===== config.mk =====
export PLATFORM = sky130hd
export DESIGN_NAME = btb_dir_predictor
export DESIGN_NICKNAME = d
export VERILOG_FILES = /design/src/rtl/bp_pkg.sv /design/src/rtl/bp_addr_split.sv /design/src/rtl/bp_entry.sv /design/src/rtl/bp_lookup.sv /design/src/rtl/btb_dir_predictor.sv
export SDC_FILE = /design/constraint.sdc
export NUM_CORES = 2
export LEC_CHECK = 0
export ABC_CLOCK_PERIOD_IN_PS = 4800
export BUFFER_PORTS_ARGS = -buffer_cell sky130_fd_sc_hd__buf_2
export CAP_MARGIN = 10
export CORE_MARGIN = 8
export CORE_UTILIZATION = 57
export CTS_CLUSTER_SIZE = 20
export DETAILED_ROUTE_END_ITERATION = 7
export GPL_ROUTABILITY_DRIVEN = 0
export GPL_TIMING_DRIVEN = 1
export HOLD_SLACK_MARGIN = 0.02
export PLACE_DENSITY_LB_ADDON = 0.12
export SLEW_MARGIN = 10
export SYNTH_ARGS = -nofsm -noshare
export SYNTH_HDL_FRONTEND = slang
export SYNTH_SLANG_ARGS = --single-unit

===== constraint.sdc =====
create_clock -name clk -period 4.8 [get_ports clk]
set_clock_uncertainty 0.1 [all_clocks]
set_input_delay 0.96 -clock clk [delete_from_list [all_inputs] [get_ports clk]]
set_output_delay 0.96 -clock clk [all_outputs]
set_load 0.1 [all_outputs]

===== src/rtl/bp_pkg.sv =====
package bp_pkg;

  typedef enum logic [1:0] {
    CTR_SNT = 2'b00,
    CTR_WNT = 2'b01,
    CTR_WT  = 2'b10,
    CTR_ST  = 2'b11
  } ctr_e;

  // One saturating step of the direction counter toward the outcome.
  function automatic ctr_e ctr_step(input ctr_e cur, input logic taken);
    ctr_e nxt;
    unique case (cur)
      CTR_SNT: nxt = taken ? CTR_WNT : CTR_SNT;
      CTR_WNT: nxt = taken ? CTR_WT  : CTR_SNT;
      CTR_WT:  nxt = taken ? CTR_ST  : CTR_WNT;
      default: nxt = taken ? CTR_ST  : CTR_WT;
    endcase
    return nxt;
  endfunction

  function automatic logic ctr_is_taken(input ctr_e cur);
    return (cur == CTR_WT) || (cur == CTR_ST);
  endfunction

endpackage


===== src/rtl/bp_addr_split.sv =====
module bp_addr_split #(
  parameter int ADDR_W = 32,
  parameter int IDX_LO = 4,
  parameter int IDX_W  = 4
) (
  input  logic [ADDR_W-1:0]              addr,
  output logic [IDX_W-1:0]               idx,
  output logic [ADDR_W-IDX_LO-IDX_W-1:0] tag
);
  localparam int TAG_LO = IDX_LO + IDX_W;

  always_comb begin
    idx = addr[TAG_LO-1:IDX_LO];
    tag = addr[ADDR_W-1:TAG_LO];
  end
endmodule


===== src/rtl/bp_entry.sv =====
module bp_entry
  import bp_pkg::*;
#(
  parameter int ADDR_W = 32,
  parameter int TAG_W  = 24
) (
  input  logic              clk,
  input  logic              rst_n,
  input  logic              sel,
  input  logic              upd_taken,
  input  logic [TAG_W-1:0]  upd_tag,
  input  logic [ADDR_W-1:0] upd_target,
  output logic              ent_valid,
  output logic [TAG_W-1:0]  ent_tag,
  output logic [ADDR_W-1:0] ent_target,
  output ctr_e              ent_ctr
);
  logic              own_hit;
  logic              valid_d;
  logic [TAG_W-1:0]  tag_d;
  logic [ADDR_W-1:0] target_d;
  ctr_e              ctr_d;

  always_comb begin
    own_hit  = ent_valid && (ent_tag == upd_tag);
    valid_d  = ent_valid;
    tag_d    = ent_tag;
    target_d = ent_target;
    ctr_d    = ent_ctr;
    if (own_hit) begin
      ctr_d = ctr_step(ent_ctr, upd_taken);
      if (upd_taken) target_d = upd_target;
    end else begin
      valid_d  = 1'b1;
      tag_d    = upd_tag;
      target_d = upd_target;
      ctr_d    = CTR_WT;
    end
  end

  always_ff @(posedge clk or negedge rst_n) begin
    if (!rst_n) begin
      ent_valid  <= 1'b0;
      ent_tag    <= '0;
      ent_target <= '0;
      ent_ctr    <= CTR_WT;
    end else if (sel) begin
      ent_valid  <= valid_d;
      ent_tag    <= tag_d;
      ent_target <= target_d;
      ent_ctr    <= ctr_d;
    end
  end
endmodule


===== src/rtl/bp_lookup.sv =====
module bp_lookup
  import bp_pkg::*;
#(
  parameter int ADDR_W      = 32,
  parameter int TAG_W       = 24,
  parameter int INSTR_BYTES = 4
) (
  input  logic [ADDR_W-1:0] pc,
  input  logic [TAG_W-1:0]  pc_tag,
  input  logic              ent_valid,
  input  logic [TAG_W-1:0]  ent_tag,
  input  logic [ADDR_W-1:0] ent_target,
  input  ctr_e              ent_ctr,
  output logic              hit,
  output logic              taken,
  output logic [ADDR_W-1:0] next_pc
);
  logic [ADDR_W-1:0] seq_pc;

  always_comb begin
    seq_pc  = pc + ADDR_W'(INSTR_BYTES);
    hit     = ent_valid && (ent_tag == pc_tag);
    taken   = hit && ctr_is_taken(ent_ctr);
    next_pc = taken ? ent_target : seq_pc;
  end
endmodule


===== src/rtl/btb_dir_predictor.sv =====
module btb_dir_predictor
  import bp_pkg::*;
#(
  parameter int ADDR_W  = 32,
  parameter int ENTRIES = 16,
  parameter int IDX_LO  = 4
) (
  input  logic              clk,
  input  logic              rst_n,
  input  logic [ADDR_W-1:0] fetch_pc,
  output logic              pred_hit,
  output logic              pred_taken,
  output logic [ADDR_W-1:0] pred_next_pc,
  input  logic              br_valid,
  input  logic [ADDR_W-1:0] br_pc,
  input  logic              br_taken,
  input  logic [ADDR_W-1:0] br_target
);
  localparam int IDX_W       = $clog2(ENTRIES);
  localparam int TAG_W       = ADDR_W - IDX_LO - IDX_W;
  localparam int INSTR_BYTES = 4;

  logic [IDX_W-1:0]  lk_idx, up_idx;
  logic [TAG_W-1:0]  lk_tag, up_tag;

  logic              slot_valid  [ENTRIES];
  logic [TAG_W-1:0]  slot_tag    [ENTRIES];
  logic [ADDR_W-1:0] slot_target [ENTRIES];
  ctr_e              slot_ctr    [ENTRIES];

  bp_addr_split #(.ADDR_W(ADDR_W), .IDX_LO(IDX_LO), .IDX_W(IDX_W)) u_split_lk (
    .addr(fetch_pc), .idx(lk_idx), .tag(lk_tag)
  );

  bp_addr_split #(.ADDR_W(ADDR_W), .IDX_LO(IDX_LO), .IDX_W(IDX_W)) u_split_up (
    .addr(br_pc), .idx(up_idx), .tag(up_tag)
  );

  for (genvar g = 0; g < ENTRIES; g++) begin : g_slot
    logic wr_en;
    always_comb wr_en = br_valid && (up_idx == IDX_W'(g));

    bp_entry #(.ADDR_W(ADDR_W), .TAG_W(TAG_W)) u_entry (
      .clk        (clk),
      .rst_n      (rst_n),
      .sel        (wr_en),
      .upd_taken  (br_taken),
      .upd_tag    (up_tag),
      .upd_target (br_target),
      .ent_valid  (slot_valid[g]),
      .ent_tag    (slot_tag[g]),
      .ent_target (slot_target[g]),
      .ent_ctr    (slot_ctr[g])
    );
  end

  bp_lookup #(.ADDR_W(ADDR_W), .TAG_W(TAG_W), .INSTR_BYTES(INSTR_BYTES)) u_lookup (
    .pc         (fetch_pc),
    .pc_tag     (lk_tag),
    .ent_valid  (slot_valid[lk_idx]),
    .ent_tag    (slot_tag[lk_idx]),
    .ent_target (slot_target[lk_idx]),
    .ent_ctr    (slot_ctr[lk_idx]),
    .hit        (pred_hit),
    .taken      (pred_taken),
    .next_pc    (pred_next_pc)
  );
endmodule


* Yosys cells after proc, flatten, opt, wreduce, memory -nomap -nowiden
Index checks and enable logic that the tools add are counted.
** Word-level totals
- Flip-flop bits (word level) :: 944
- Input bits :: 100
- Word-level logic and storage cells :: 315
- Output and inout port bits :: 34
** Cells by class
- Muxes and demuxes :: 66
- Magnitude comparators :: 1
- Bitwise operators :: 17
- Reduce and logical (&&, ||, !) cells :: 84
- Eq/ne operators :: 82
- Add/sub/neg operators :: 1
** Operators by type and width (number)
- 2-to-1 mux 32 bit :: 20
- equality test 24 bit :: 17
- binary-select mux 32 bit (select 4 bit) :: 1
- binary-select mux 24 bit (select 4 bit) :: 1
- one-hot mux 2 bit (3 select lines) :: 16
- AND reduction 2 bit :: 32
- 2-to-1 mux 24 bit :: 2
- 2-to-1 mux 2 bit :: 20
- equality test 2 bit, second input constant :: 18
- logical AND 1 bit :: 34
- adder 32 x 3 -> 32 bit, second input constant :: 1
- equality test 2 x 1 -> 1 bit, second input constant :: 16
- equality test 4 bit, second input constant :: 8
- logical NOT 2 bit :: 16
- inequality test 2 bit, second input constant :: 16
- equality test 4 x 3 -> 1 bit, second input constant :: 4
- inverter 1 bit :: 16
- binary-select mux 2 bit (select 4 bit) :: 1
- equality test 4 x 2 -> 1 bit, second input constant :: 2
- greater-or-equal comparator 5 bit, second input constant :: 1
- inverter 4 -> 5 bit :: 1
- binary-select mux 1 bit (select 4 bit) :: 1
- equality test 4 x 1 -> 1 bit, second input constant :: 1
- logical NOT 4 bit :: 1
- other kinds (2) :: 5

* Depth between registers and ports, before layout
- Word-level depth :: 8
- Gate-level depth with buffers :: 13

* Modules after synthesis
Synthesis repeated with hierarchy kept, for this count alone.
** Unflattened totals
- Cells, all modules :: 3540
- Area total of the unflattened synthesis :: 51772.2 um^2
** By module, submodules not included
- bp_entry :: times used 16, cells an instance 175, area each 2695.1 um^2, sequential area each 1477.7 um^2
- btb_dir_predictor :: times used 1, cells an instance 519, area each 6925.4 um^2, sequential area each 0.0 um^2
- bp_lookup :: times used 1, cells an instance 165, area each 1305.0 um^2, sequential area each 0.0 um^2
- bp_addr_split :: times used 2, cells an instance 28, area each 210.2 um^2, sequential area each 0.0 um^2

* Worst setup path after synthesis
OpenSTA, ideal clock, no wires.
- Kind :: input -> output
- From :: input port fetch_pc[4]
- To :: output port pred_next_pc[2]
- Arrival time :: 4.943 ns
- Slack :: -1.203 ns
- Stages on the path :: 10
- Data required time :: 3.740 ns
- Buffers on the path :: 2
- Path through :: buf_4 -> mux4_2 -> o21ai_0 -> o32ai_1 -> or4_1 -> a2111o_1 -> nor4_4 -> nand4_2 -> buf_6 -> mux2i_1
** Between the ends
- Longest elaborated chain between the ends :: 8
- Elaborated cells between the ends (all ways) :: 20
- Classes of those cells :: eq/ne (3); mux (13); bitwise (1); reduce/logical (3)
** Ends and longest elaborated chain
- start: declaration :: RTL line btb_dir_predictor.sv:10 : input logic [ADDR_W-1:0] fetch_pc,
- inverter 4 -> 5 bit (not written as such) (*)
- binary-select mux 24 bit (select 4 bit) or binary-select mux 2 bit (select 4 bit) (tied branches) :: RTL line btb_dir_predictor.sv:61, btb_dir_predictor.sv:63
- 2-to-1 mux 24 bit (not written as such) or 2-to-1 mux 2 bit (tied branches) (2 in series) :: RTL line btb_dir_predictor.sv:61, btb_dir_predictor.sv:63
- equality test 24 bit or equality test 2 bit (tied branches) :: RTL line bp_lookup.sv:22, bp_pkg.sv:23
- logical AND 1 bit or logical OR 1 bit (tied branches) :: RTL line bp_lookup.sv:22, bp_pkg.sv:23
- logical AND 1 bit :: RTL line bp_lookup.sv:23 : taken = hit && ctr_is_taken(ent_ctr);
- 2-to-1 mux 32 bit (*) :: RTL line bp_lookup.sv:24 : next_pc = taken ? ent_target : seq_pc;
- end: declaration :: RTL line btb_dir_predictor.sv:13 : output logic [ADDR_W-1:0] pred_next_pc,
Every way passes the cells marked *; elsewhere a longest branch is shown, timed or not. The select of a mux whose other input is x is not followed.

* Worst setup path after layout
- From :: input port fetch_pc[4]
- To :: output port pred_next_pc[28]
** Between the ends
- Longest elaborated chain between the ends :: 8
- Elaborated cells between the ends (all ways) :: 21
- Classes of those cells :: add/sub (1); eq/ne (3); mux (13); bitwise (1); reduce/logical (3)
** Ends and longest elaborated chain (RTL line)
- inverter 4 -> 5 bit (not written as such)
- binary-select mux 24 bit (select 4 bit) or binary-select mux 2 bit (select 4 bit) (tied branches) :: btb_dir_predictor.sv:61, btb_dir_predictor.sv:63
- 2-to-1 mux 24 bit (not written as such) or 2-to-1 mux 2 bit (tied branches) (2 in series) :: btb_dir_predictor.sv:61, btb_dir_predictor.sv:63
- equality test 24 bit or equality test 2 bit (tied branches) :: bp_lookup.sv:22, bp_pkg.sv:23
- logical AND 1 bit or logical OR 1 bit (tied branches) :: bp_lookup.sv:22, bp_pkg.sv:23
- logical AND 1 bit :: bp_lookup.sv:23
- 2-to-1 mux 32 bit (*) :: bp_lookup.sv:24
Marks and branches as above.

==> impl_metrics.csv <==
group,metric,value,unit
worst_hold_path,hold_path.class,"in2async",
yosys,synth_area,48900,um2
pwr,p_per_area,446,nW/um2
cts,cts-root-buf,"clkbuf_16",
yosys,syn_area_per_cell,13.7,um2
cts,ctsLongestPathBuffers,3,
yosys,yosysUniqueCellTypes,64,
cts,cts_buffers,101,
final_layout,final_util,66.7,%
final_layout,drive_above_1_share,46.7,%
sta,post-route-period-util,107,%
yosys,synth_nets,3661,
sta,slew_viol_final,0,
pwr,irDropWorstVdd,0.302,mV
detailed_routing,drtIter0Drc,3057,
detailed_routing,route.detailed.drc,1,
global_route,antenna_found_initial,9,
cts,htree_num_levels,3,
floorplanning,io-pin-count,134,
setup_path,required,3.74,ns
detailed_routing,routedWlPerCell,30.7,um
place,dpl_cell_area,52900,um2
detailed_routing,antenna_left,0,
sta,hold_viol_final,0,
sta,grt_setup_unrepaired,"yes",
sta,fmax,195,MHz
detailed_routing,drt-total-wl,153000,um
final_layout,multi_input_area,24100,um2
sta,worst_pin_slew,1.12,ns
global_route,grt_usage,32.1,%
pwr,total_leakage_power,23.9,nW
floorplanning,die_area,95300,um2
yosys,synth-async-reset-ratio,100,%
sta,finalCriticalPeriod,5.12,ns
cts,cts_tree,"done",
sta,finalWorstSetupSlack,-0.319,ns
setup_path,critPathKind,"in2out",
detailed_routing,vias,32534,
detailed_routing,viasPerCell,6.53,
cts,postCtsHoldBufs,0,
run_status,violations,"DRC, setup timing",
yosys,synth_cells,3560,
place,dp_hpwl,104000,um
final_layout,design_area,56700,um2
yosys,synth-xor-area-share,7.82,%
floorplanning,die-width,309,um
global_route,grt_pass1_vias,33972,
final_layout,fill_cells,6068,
yosys,synthAdderAreaFrac,0.0256,%
cts,clock_latency,0.68,ns
yosys,muxShareOfSynthArea,33.8,%
yosys,synth-seq-cells,944,
sta,final-setup-viol-count,34,
final_layout,area_growth,16.1,%
floorplanning,start_util,57.5,%
setup_path,cp-end-kind,"output pin",
yosys,synthFlopType,"dfrtp_1",
final_layout,final_nets,3852,
yosys,synth_compound_area_share,2.40,%
yosys,synth_edf_count,0,
yosys,ys_seq_area_share,48.4,%
setup_path,cp_data_arrival_time,4.06,ns
yosys,synth_warnings,0,
setup_path,crit_fanout,32,
run,cap_violations,0,
cts,cts_sinks,944,
global_route,gr-total-overflow,0,
global_route,grt_pass1_wl,227000,um
floorplanning,coreArea,85000,um2
setup_path,cp-start-kind,"primary input",
global_route,grt_max_degree,100,
detailed_routing,drtPass1Iterations,8,
place,io_buffer_count,129,
run_status,status,"complete, but fails checks",
floorplanning,num_rows,107,
floorplanning,die_y,309,um
yosys,yosys.area_share.simple,4.77,%
final_layout,regArea,23600,um2
sta,relSlewSlack,25.4,%
cts,cts.reportedPaths.clkPinSlew,0.06,ns
yosys,synth_top_family_by_area,"multiplexers",
place,dp_slack,-0.619,ns
-- Yosys cell counts, drive strengths merged (14+ instances only) --
| cell | n | area share (%) |
|---|---|---|
| nand4 | 66 | 0.86 |
| mux4 | 251 | 12 |
| o22a | 16 | 0.29 |
| nor2 | 62 | 0.48 |
| dfrtp | 928 | 48 |
| nor4 | 43 | 0.59 |
| nor3 | 33 | 0.34 |
| or2 | 14 | 0.18 |
| buf | 111 | 1.1 |
| xnor2 | 263 | 4.7 |
| a21oi | 25 | 0.26 |
| mux2i | 69 | 1.4 |
| xor2 | 173 | 3.1 |
| o21ai | 30 | 0.31 |
| dfstp | 16 | 0.86 |
| nand2 | 170 | 1.3 |
| clkbuf | 206 | 1.6 |
| mux2 | 894 | 21 |
| nand3 | 31 | 0.32 |
-- logic make-up after synthesis --
logic type                 count (synthesis)
muxes                                   1214
xor gates and xnor gates                 436
buffers and inverters                    330
and+or+nand+nor                          471
DFF                                      944
adders and majority gates                  1
AOI/OAI and AO/OA                        164
-- final timing paths --
kind                                                           startpoint                                          end  slack [ns]  cells after the start
min in group clk                 g_slot[7].u_entry.ent_ctr[0]$_DFFE_PN0P_     g_slot[7].u_entry.ent_ctr[0]$_DFFE_PN0P_        0.39                      1
worst max-delay path                                          fetch_pc[4]                             pred_next_pc[28]       -0.32                     11
worst min register to register   g_slot[7].u_entry.ent_ctr[0]$_DFFE_PN0P_     g_slot[7].u_entry.ent_ctr[0]$_DFFE_PN0P_        0.39                      1
worst min-delay path                                                rst_n    g_slot[7].u_entry.ent_tag[17]$_DFFE_PN0P_        0.28                      1
worst max register to register  g_slot[9].u_entry.ent_tag[18]$_DFFE_PN0P_  g_slot[9].u_entry.ent_target[3]$_DFFE_PN0P_        1.70                      8
max in group asynchronous                                           rst_n    g_slot[11].u_entry.ent_tag[5]$_DFFE_PN0P_        3.13                      2
-- cell usage in the layout, fill, tap and decap left out, types with 8 or more instances in the layout --
| master | synthesis | final |
|---|---|---|
| nand2_1 | 170 | 169 |
| nand4_1 | 65 | 65 |
| mux2_2 | 865 | 863 |
| buf_12 | 0 | 83 |
| dfstp_2 | 16 | 16 |
| clkbuf_1 | 205 | 30 |
| nand3_1 | 31 | 29 |
| xor2_1 | 173 | 172 |
| o22a_1 | 16 | 16 |
| mux2_4 | 29 | 31 |
| clkbuf_16 | 0 | 104 |
| mux4_2 | 251 | 251 |
| nor4_1 | 41 | 39 |
| buf_2 | 25 | 91 |
| dfrtp_1 | 928 | 928 |
| a22oi_1 | 11 | 10 |
| a22o_1 | 11 | 11 |
| mux2i_1 | 69 | 63 |
| buf_4 | 10 | 219 |
| and2_1 | 9 | 9 |
| nor2_1 | 62 | 60 |
| nand2b_1 | 11 | 11 |
| o31ai_1 | 9 | 8 |
| o21ai_0 | 27 | 25 |
| inv_1 | 12 | 11 |
| nor3_1 | 33 | 30 |
| clkbuf_8 | 0 | 31 |
| or2_2 | 14 | 14 |
| clkinv_2 | 0 | 10 |
| a21oi_1 | 25 | 21 |
| xnor2_1 | 263 | 262 |
-- timing repair --
action | 4_1_cts | 5_1_grt
resized for setup | 16 | 28
cloned | 1 | 2
setup endpoints to repair | 34 | 34
pin swaps | 1 | 7
buffers inserted | 3 | 4
-- state kept, by name, summed over array words and instances (netlist names) --
name / count
g_slot.u_entry.ent_ctr: 32
g_slot.u_entry.ent_tag: 384
g_slot.u_entry.ent_target: 512
g_slot.u_entry.ent_valid: 16
-- power breakdown --
| part | switching [mW] | leakage, nW | internal [mW] |
|---|---|---|---|
| clock | 3.33 | 1.70 | 4.75 |
| sequential | 1.44 | 11.5 | 9.83 |
| combinational | 2.63 | 10.7 | 3.33 |
-- critical path: stages --
cell and delay (ns):
buf_16 0.12, buf_4 0.20, mux4_2 0.61, nand2b_1 0.19, a311o_1 0.33, a2111o_1 0.44, nor4_4 0.25, nand4_4 0.17
buf_12 0.23, mux2_4 0.35, buf_12 0.17
-- area by class of cell --
cell class | count | area share, %
well taps | 1144 | 2.52
flip-flops and latches | 944 | 41.7
clock inverters | 24 | 0.666
diodes | 3 | 0.0132
clock buffers | 163 | 5.45
inverters | 13 | 0.0904
multi-input cells | 2286 | 42.5
repair buffers | 405 | 7.04
-- stage by stage --
| step | power, mW | hold WS [ns] | instances | TNS (ns) |
|---|---|---|---|---|
| 5_1_grt | 26.3 | 0.354 | 4980 | -11.60 |
| 3_3_place_gp | 16.8 | 0.362 | 4782 | -19.29 |
| 6_report | 25.3 | 0.280 | 4982 | -9.71 |
| 3_5_place_dp | 17.2 | 0.378 | 4782 | -20.33 |
| 4_1_cts | 25.3 | 0.324 | 4973 | -10.33 |
| 2_1_floorplan | 15.0 | 0.350 | 3560 | -0.122 |
-- metal layers --
layer	vias up	track usage (%)	routed length, um
met5	-	0.707	131
met4	12	15.6	8770
met3	459	8.52	15400
met2	1632	48.7	68900
met1	17106	43.0	59900
li1	13325	-	-
(Power assumes the default switching activity.)
